===== src/rtl/vidctl_pkg.sv =====
package vidctl_pkg;
  typedef enum logic [1:0] {
    FN_PEN  = 2'b00,
    FN_INK  = 2'b01,
    FN_CTRL = 2'b10,
    FN_BANK = 2'b11
  } fn_e;
endpackage


===== src/rtl/vidctl_decode.sv =====
module vidctl_decode
  import vidctl_pkg::*;
#(
  parameter int ADDR_W = 16,
  parameter int DATA_W = 8
) (
  input  logic              io_wr,
  input  logic [ADDR_W-1:0] addr,
  input  logic [DATA_W-1:0] wdata,
  output logic              pen_we,
  output logic              ink_we,
  output logic              ctrl_we,
  output logic              bank_we
);
  logic chip_sel;
  fn_e  fn;
  logic unused_addr;

  assign unused_addr = ^addr[ADDR_W-3:0];
  assign chip_sel    = io_wr & ~addr[ADDR_W-1] & addr[ADDR_W-2];
  assign fn          = fn_e'(wdata[DATA_W-1 -: 2]);

  always_comb begin
    pen_we  = 1'b0;
    ink_we  = 1'b0;
    ctrl_we = 1'b0;
    bank_we = 1'b0;
    if (chip_sel) begin
      unique case (fn)
        FN_PEN:  pen_we  = 1'b1;
        FN_INK:  ink_we  = 1'b1;
        FN_CTRL: ctrl_we = 1'b1;
        FN_BANK: bank_we = 1'b1;
      endcase
    end
  end
endmodule


===== src/rtl/vidctl_palette.sv =====
module vidctl_palette #(
  parameter int NUM_PENS = 16,
  parameter int COLOR_W  = 5,
  parameter int DATA_W   = 8,
  localparam int NUM_REGS  = NUM_PENS + 1,
  localparam int PEN_IDX_W = $clog2(NUM_REGS)
) (
  input  logic                        clk,
  input  logic                        rst,
  input  logic                        pen_we,
  input  logic                        ink_we,
  input  logic [DATA_W-1:0]           wdata,
  output logic [NUM_REGS*COLOR_W-1:0] palette
);
  logic [PEN_IDX_W-1:0] pen_q;
  logic [PEN_IDX_W-1:0] pen_d;
  logic [COLOR_W-1:0]   col_q [NUM_REGS];
  logic                 unused_data;

  assign unused_data = ^wdata[DATA_W-1:PEN_IDX_W];

  // Top bit of the index field picks the border entry outright
  always_comb begin
    if (wdata[PEN_IDX_W-1]) pen_d = PEN_IDX_W'(NUM_PENS);
    else                    pen_d = {1'b0, wdata[PEN_IDX_W-2:0]};
  end

  always_ff @(posedge clk) begin
    if (rst)         pen_q <= '0;
    else if (pen_we) pen_q <= pen_d;
  end

  generate
    for (genvar i = 0; i < NUM_REGS; i++) begin : g_entry
      always_ff @(posedge clk) begin
        if (rst)                                          col_q[i] <= '0;
        else if (ink_we && pen_q == PEN_IDX_W'(i))        col_q[i] <= wdata[COLOR_W-1:0];
      end
      assign palette[i*COLOR_W +: COLOR_W] = col_q[i];

      // an entry only moves after a colour write aimed at it
      p_entry_guard_r4: assert property (@(posedge clk) disable iff (rst)
        !($past(ink_we) && $past(pen_q) == PEN_IDX_W'(i)) |-> $stable(palette[i*COLOR_W +: COLOR_W]));
    end
  endgenerate

  // latched index never points past the border entry
  p_pen_range_r3: assert property (@(posedge clk) disable iff (rst)
    pen_q <= PEN_IDX_W'(NUM_PENS));
  // latch only moves on a pen select
  p_pen_hold_r4: assert property (@(posedge clk) disable iff (rst)
    !pen_we |=> $stable(pen_q));
endmodule


===== src/rtl/vidctl_ctrl.sv =====
module vidctl_ctrl #(
  parameter int DATA_W = 8,
  parameter int MODE_W = 2
) (
  input  logic              clk,
  input  logic              rst,
  input  logic              ctrl_we,
  input  logic [DATA_W-1:0] wdata,
  output logic [MODE_W-1:0] scr_mode,
  output logic              lower_rom_en,
  output logic              upper_rom_en,
  output logic              irq_cnt_clr
);
  localparam int LROM_BIT = MODE_W;
  localparam int UROM_BIT = MODE_W + 1;
  localparam int IRQ_BIT  = MODE_W + 2;

  logic unused_data;
  assign unused_data = ^wdata[DATA_W-1:IRQ_BIT+1];

  always_ff @(posedge clk) begin
    if (rst) begin
      scr_mode     <= '0;
      lower_rom_en <= 1'b1;
      upper_rom_en <= 1'b1;
      irq_cnt_clr  <= 1'b0;
    end else begin
      irq_cnt_clr <= ctrl_we & wdata[IRQ_BIT];
      if (ctrl_we) begin
        scr_mode     <= wdata[MODE_W-1:0];
        lower_rom_en <= ~wdata[LROM_BIT];
        upper_rom_en <= ~wdata[UROM_BIT];
      end
    end
  end

  // clear pulse only follows a control write requesting it
  p_irq_src_r6: assert property (@(posedge clk) disable iff (rst)
    irq_cnt_clr |-> $past(ctrl_we));
  // control outputs hold without a control write
  p_ctrl_hold_r5: assert property (@(posedge clk) disable iff (rst)
    !ctrl_we |=> ($stable(scr_mode) && $stable(lower_rom_en) && $stable(upper_rom_en)));
endmodule


===== src/rtl/vidctl_bank.sv =====
module vidctl_bank #(
  parameter int DATA_W = 8,
  parameter int MAP_W  = 6
) (
  input  logic              clk,
  input  logic              rst,
  input  logic              bank_we,
  input  logic [DATA_W-1:0] wdata,
  output logic [MAP_W-1:0]  bank_cfg
);
  logic unused_data;
  assign unused_data = ^wdata[DATA_W-1:MAP_W];

  always_ff @(posedge clk) begin
    if (rst)          bank_cfg <= '0;
    else if (bank_we) bank_cfg <= wdata[MAP_W-1:0];
  end

  // bank register holds unless a bank write is claimed
  p_bank_hold_r7: assert property (@(posedge clk) disable iff (rst)
    !bank_we |=> $stable(bank_cfg));
endmodule


===== src/rtl/vidctl_regs.sv =====
module vidctl_regs #(
  parameter int ADDR_W   = 16,
  parameter int DATA_W   = 8,
  parameter int NUM_PENS = 16,
  parameter int COLOR_W  = 5,
  parameter int MODE_W   = 2,
  parameter int MAP_W    = 6,
  localparam int NUM_REGS = NUM_PENS + 1
) (
  input  logic                        clk,
  input  logic                        rst,
  input  logic                        io_wr,
  input  logic                        io_rd,
  input  logic [ADDR_W-1:0]           addr,
  input  logic [DATA_W-1:0]           wdata,
  output logic [NUM_REGS*COLOR_W-1:0] palette,
  output logic [MODE_W-1:0]           scr_mode,
  output logic                        lower_rom_en,
  output logic                        upper_rom_en,
  output logic                        irq_cnt_clr,
  output logic [MAP_W-1:0]            bank_cfg
);
  logic pen_we, ink_we, ctrl_we, bank_we;
  logic unused_rd;

  // reads have no path into the block
  assign unused_rd = io_rd;

  vidctl_decode #(.ADDR_W(ADDR_W), .DATA_W(DATA_W)) u_decode (
    .io_wr(io_wr), .addr(addr), .wdata(wdata),
    .pen_we(pen_we), .ink_we(ink_we), .ctrl_we(ctrl_we), .bank_we(bank_we)
  );

  vidctl_palette #(.NUM_PENS(NUM_PENS), .COLOR_W(COLOR_W), .DATA_W(DATA_W)) u_palette (
    .clk(clk), .rst(rst), .pen_we(pen_we), .ink_we(ink_we),
    .wdata(wdata), .palette(palette)
  );

  vidctl_ctrl #(.DATA_W(DATA_W), .MODE_W(MODE_W)) u_ctrl (
    .clk(clk), .rst(rst), .ctrl_we(ctrl_we), .wdata(wdata),
    .scr_mode(scr_mode), .lower_rom_en(lower_rom_en),
    .upper_rom_en(upper_rom_en), .irq_cnt_clr(irq_cnt_clr)
  );

  vidctl_bank #(.DATA_W(DATA_W), .MAP_W(MAP_W)) u_bank (
    .clk(clk), .rst(rst), .bank_we(bank_we), .wdata(wdata), .bank_cfg(bank_cfg)
  );

  // a write with an unselected address leaves every register alone
  p_unsel_quiet_r1: assert property (@(posedge clk) disable iff (rst)
    !(io_wr && !addr[ADDR_W-1] && addr[ADDR_W-2]) |=>
      ($stable(palette) && $stable(bank_cfg) && $stable(scr_mode) && !irq_cnt_clr));
  // at most one function fires per write
  p_one_fn_r2: assert property (@(posedge clk) disable iff (rst)
    $onehot0({pen_we, ink_we, ctrl_we, bank_we}));
endmodule


===== config.mk =====
export PLATFORM = sky130hd
export DESIGN_NAME = vidctl_regs
export DESIGN_NICKNAME = d
export VERILOG_FILES = /design/src/rtl/vidctl_pkg.sv /design/src/rtl/vidctl_decode.sv /design/src/rtl/vidctl_palette.sv /design/src/rtl/vidctl_ctrl.sv /design/src/rtl/vidctl_bank.sv /design/src/rtl/vidctl_regs.sv
export SDC_FILE = /design/constraint.sdc
export NUM_CORES = 1
export LEC_CHECK = 0
export BUFFER_PORTS_ARGS = -buffer_cell sky130_fd_sc_hd__buf_2
export CAP_MARGIN = 15
export CORE_MARGIN = 8
export CORE_UTILIZATION = 51
export CTS_CLUSTER_SIZE = 10
export DETAILED_ROUTE_END_ITERATION = 10
export PLACE_DENSITY = 0.82
export SKIP_LAST_GASP = 1
export SLEW_MARGIN = 10
export SYNTH_ARGS = -nofsm -noshare
export SYNTH_HDL_FRONTEND = slang
export SYNTH_HIERARCHICAL = 1
export SYNTH_SLANG_ARGS = --single-unit

===== constraint.sdc =====
create_clock -name clk -period 2.86 [get_ports clk]
set_clock_uncertainty 0.05 [all_clocks]
set_input_delay 0.143 -clock clk [delete_from_list [all_inputs] [get_ports clk]]
set_output_delay 0.143 -clock clk [all_outputs]
set_load 0.01 [all_outputs]

==> reports/metrics.cfg <==
[final_layout]
final_cell_mix = buf_2 (108), nor3_1 (89), edfxtp_1 (85), o21bai_1 (17), dfxtp_1 (16)
drive_gt1_frac = 0.3333
fill_cells = 597
area_growth_pct = 21.49
antenna_cells = 0
nets = 423
fin_area_um2 = 4845
final_common_cell = buf_2

[setup_path]
critPathTopFamily = simple AND/OR/NAND/NOR gates
reg2reg_slack_ns = 0.61
cp-end-kind = flip-flop
crit_fanout = 15
slowest_stage = or4b_1
cp.required_ns = 2.81
arrival_ns = 2.20
r2r_start = u_palette/pen_q[1]
r2r-end = u_palette/col_q[12][2]
reg2reg_depth = 2
critPathKind = flip-flop to flip-flop
start_kind = flip-flop
crit_buf_inv = 0
crit_path_cell_trace = or4b_1 -> o21bai_1
cpPeakStageDelay_ns = 0.81

[synthesis]
yosysTopAreaCell = edfxtp_1
ys.warnings.count = 6
synth_edf_count = 85
postSynthAreaPerCell_um2 = 13.43
yosys-mux-area-fraction = 0.02259
synth_ff_type = edfxtp_1
yosysTopAreaCellShare = 0.6401
synth-compound-area-share = 0.04079
synthXorXnorAreaFrac = 0
syn_area_um2 = 3988
synth_top_family_by_area = simple AND/OR/NAND/NOR gates
synth_nets = 325
synth_seq_cells = 101
synthArstFlopShare = 0
synthCells = 297
ys_types = 25
synth_simple_gate_area_share = 0.1776
synth_seq_area_share = 0.7204
yosys.area_share.adder = 0
synth_area_leaders = edfxtp_1 (64%), nor3_1 (11%), dfxtp_1 (8.0%)

[timing]
setup_violations = 0
hold_viol_final = 0
drv_slew = 0
worst_pin_slew_ns = 1.025
fmax_ghz = 0.4451
min_period_ns = 2.247
rsz0062_at_grt = false
max_slew_margin = 0.3111
setup_tns_ns = 0
fin_crit_sh = 0.7856

[drt]
via_count = 2776
first_iter_violations = 184
vias_per_cell = 5.541
drtPass1Iterations = 4
detail-route-antenna-nets = 0
drc = 0
post_drt_wl_per_cell_um = 19.00
wl_um = 9517

[floorplan]
die_w_um = 104.4
ioPinCount = 124
start_util = 0.5214
die-height_um = 104.4
coreArea_um2 = 7647
rows = 32
die-area_um2 = 10900

[grt]
grt_max_degree = 38
grt_pass1_vias = 2848
grt_usage = 0.1727
overflow = 0
antenna_found_initial = 0
grt_pass1_wl_um = 14810

[clock_tree]
cts_max_path_buffers = 2
numCtsBuffers = 9
tritoncts = yes
cts_resized = 0
path_clk_slew_ns = 0.09
postCtsSetupBuffers = 0
cts_root_buf = clkbuf_8
clock-sinks = 101
cts.htree.levels = 3
clk_latency_ns = 0.35

[pwr]
pwr_density_cell_nw_per_um2 = 607.2
irDropWorstVdd_uv = 321.6
leakage_uw = 0.001803

[flow_run]
cap_viol_max_count = 0

[run_status]
outcome = complete, no violations

[placement]
hpwlAfterDp_um = 6460
post_dp_cell_area_um2 = 4577
gp_congestion = 0.7366
port_buffers = 108

[min_path]
holdCritPathClass = input pin to flip-flop
hp-start = wdata[1]
hold-path-endpoint = u_bank/bank_cfg[1]
hold_depth = 3

power breakdown:
part / switching [uW] / internal (uW) / total, uW
Combinational: 115 / 52.6 / 168
Clock: 461 / 666 / 1130
Sequential: 14.5 / 1630 / 1650
worst max path at each step:
stage                             from                      to  slack, ns  cells after the start
floorplan                     addr[15]  u_palette/col_q[12][0]       0.75                      5
global placement              addr[15]   u_palette/col_q[4][2]       0.62                      5
detailed placement            addr[15]  u_palette/col_q[12][3]       0.52                      5
CTS                 u_palette/pen_q[1]  u_palette/col_q[12][2]       0.64                      2
global route        u_palette/pen_q[1]   u_palette/col_q[8][3]       0.48                      2
finish              u_palette/pen_q[1]  u_palette/col_q[12][2]       0.61                      2
metrics by stage:
stage                     total power (uW)  hold slack [ns]    util  std cells  worst slack, ns
after floorplan                       1765           0.1645       -        297           0.7516
after global placement                1842           0.3301  0.5985        485           0.6158
after detailed placement              1849           0.3805  0.5985        485           0.5232
after CTS                             2950          0.01563  0.6335        501           0.6391
after global routing                  3020          0.03440  0.6335        501           0.4777
final                                 2942          0.03516  0.6335        501           0.6132
routing by layer:
metal  vias up  track usage  wire length (um)
met5         -            0                 0
met4         0      0.05584                91
met3         9      0.07435              1036
li1       1291            -                 -
met2       140       0.2942              4717
met1      1336       0.1890              3671
tightest hold or removal path, stage by stage:
cell and delay [ns]:
buf_2 0.12, mux2i_1 0.07, nor2_1 0.08
kinds of logic after synthesis:
logic type             after synthesis
buffers and inverters               36
multiplexers                         9
AND/OR/NAND/NOR                    128
AO/OA/AOI/OAI                       23
flip-flops                         101
cell usage after synthesis, types with 5 or more instances:
cell type	number
edfxtp_1	85
o21bai_1	17
nand3b_1	5
nand2b_1	6
clkbuf_1	19
nor2_1	10
dfxtp_1	16
clkinv_1	5
nor3_1	89
mux2i_1	9
final cells by class:
| class | instances | area (um^2) | share of cell area |
|---|---|---|---|
| Sequential cell | 101 | 2873 | 0.5930 |
| Inverter | 8 | 30.03 | 0.006198 |
| Clock buffer | 9 | 123.9 | 0.02557 |
| Timing Repair Buffer | 115 | 595.6 | 0.1229 |
| Tap cell | 102 | 127.6 | 0.02634 |
| Multi-Input combinational cell | 160 | 960.9 | 0.1983 |
| Clock inverter | 6 | 133.9 | 0.02763 |
what timing repair did:
item	CTS	global route
endpoints found under the hold margin	1	0
endpoints found under the setup margin	0	0
hold buffers	1	0
sequential cells by signal, summed over array words and instances (netlist names):
register,count
u_palette/col_q,85
u_bank/bank_cfg,6
u_ctrl/irq_cnt_clr,1
u_ctrl/lower_rom_en,1
u_palette/pen_q,5
u_ctrl/upper_rom_en,1
u_ctrl/scr_mode,2
(Power assumes the default switching activity.)
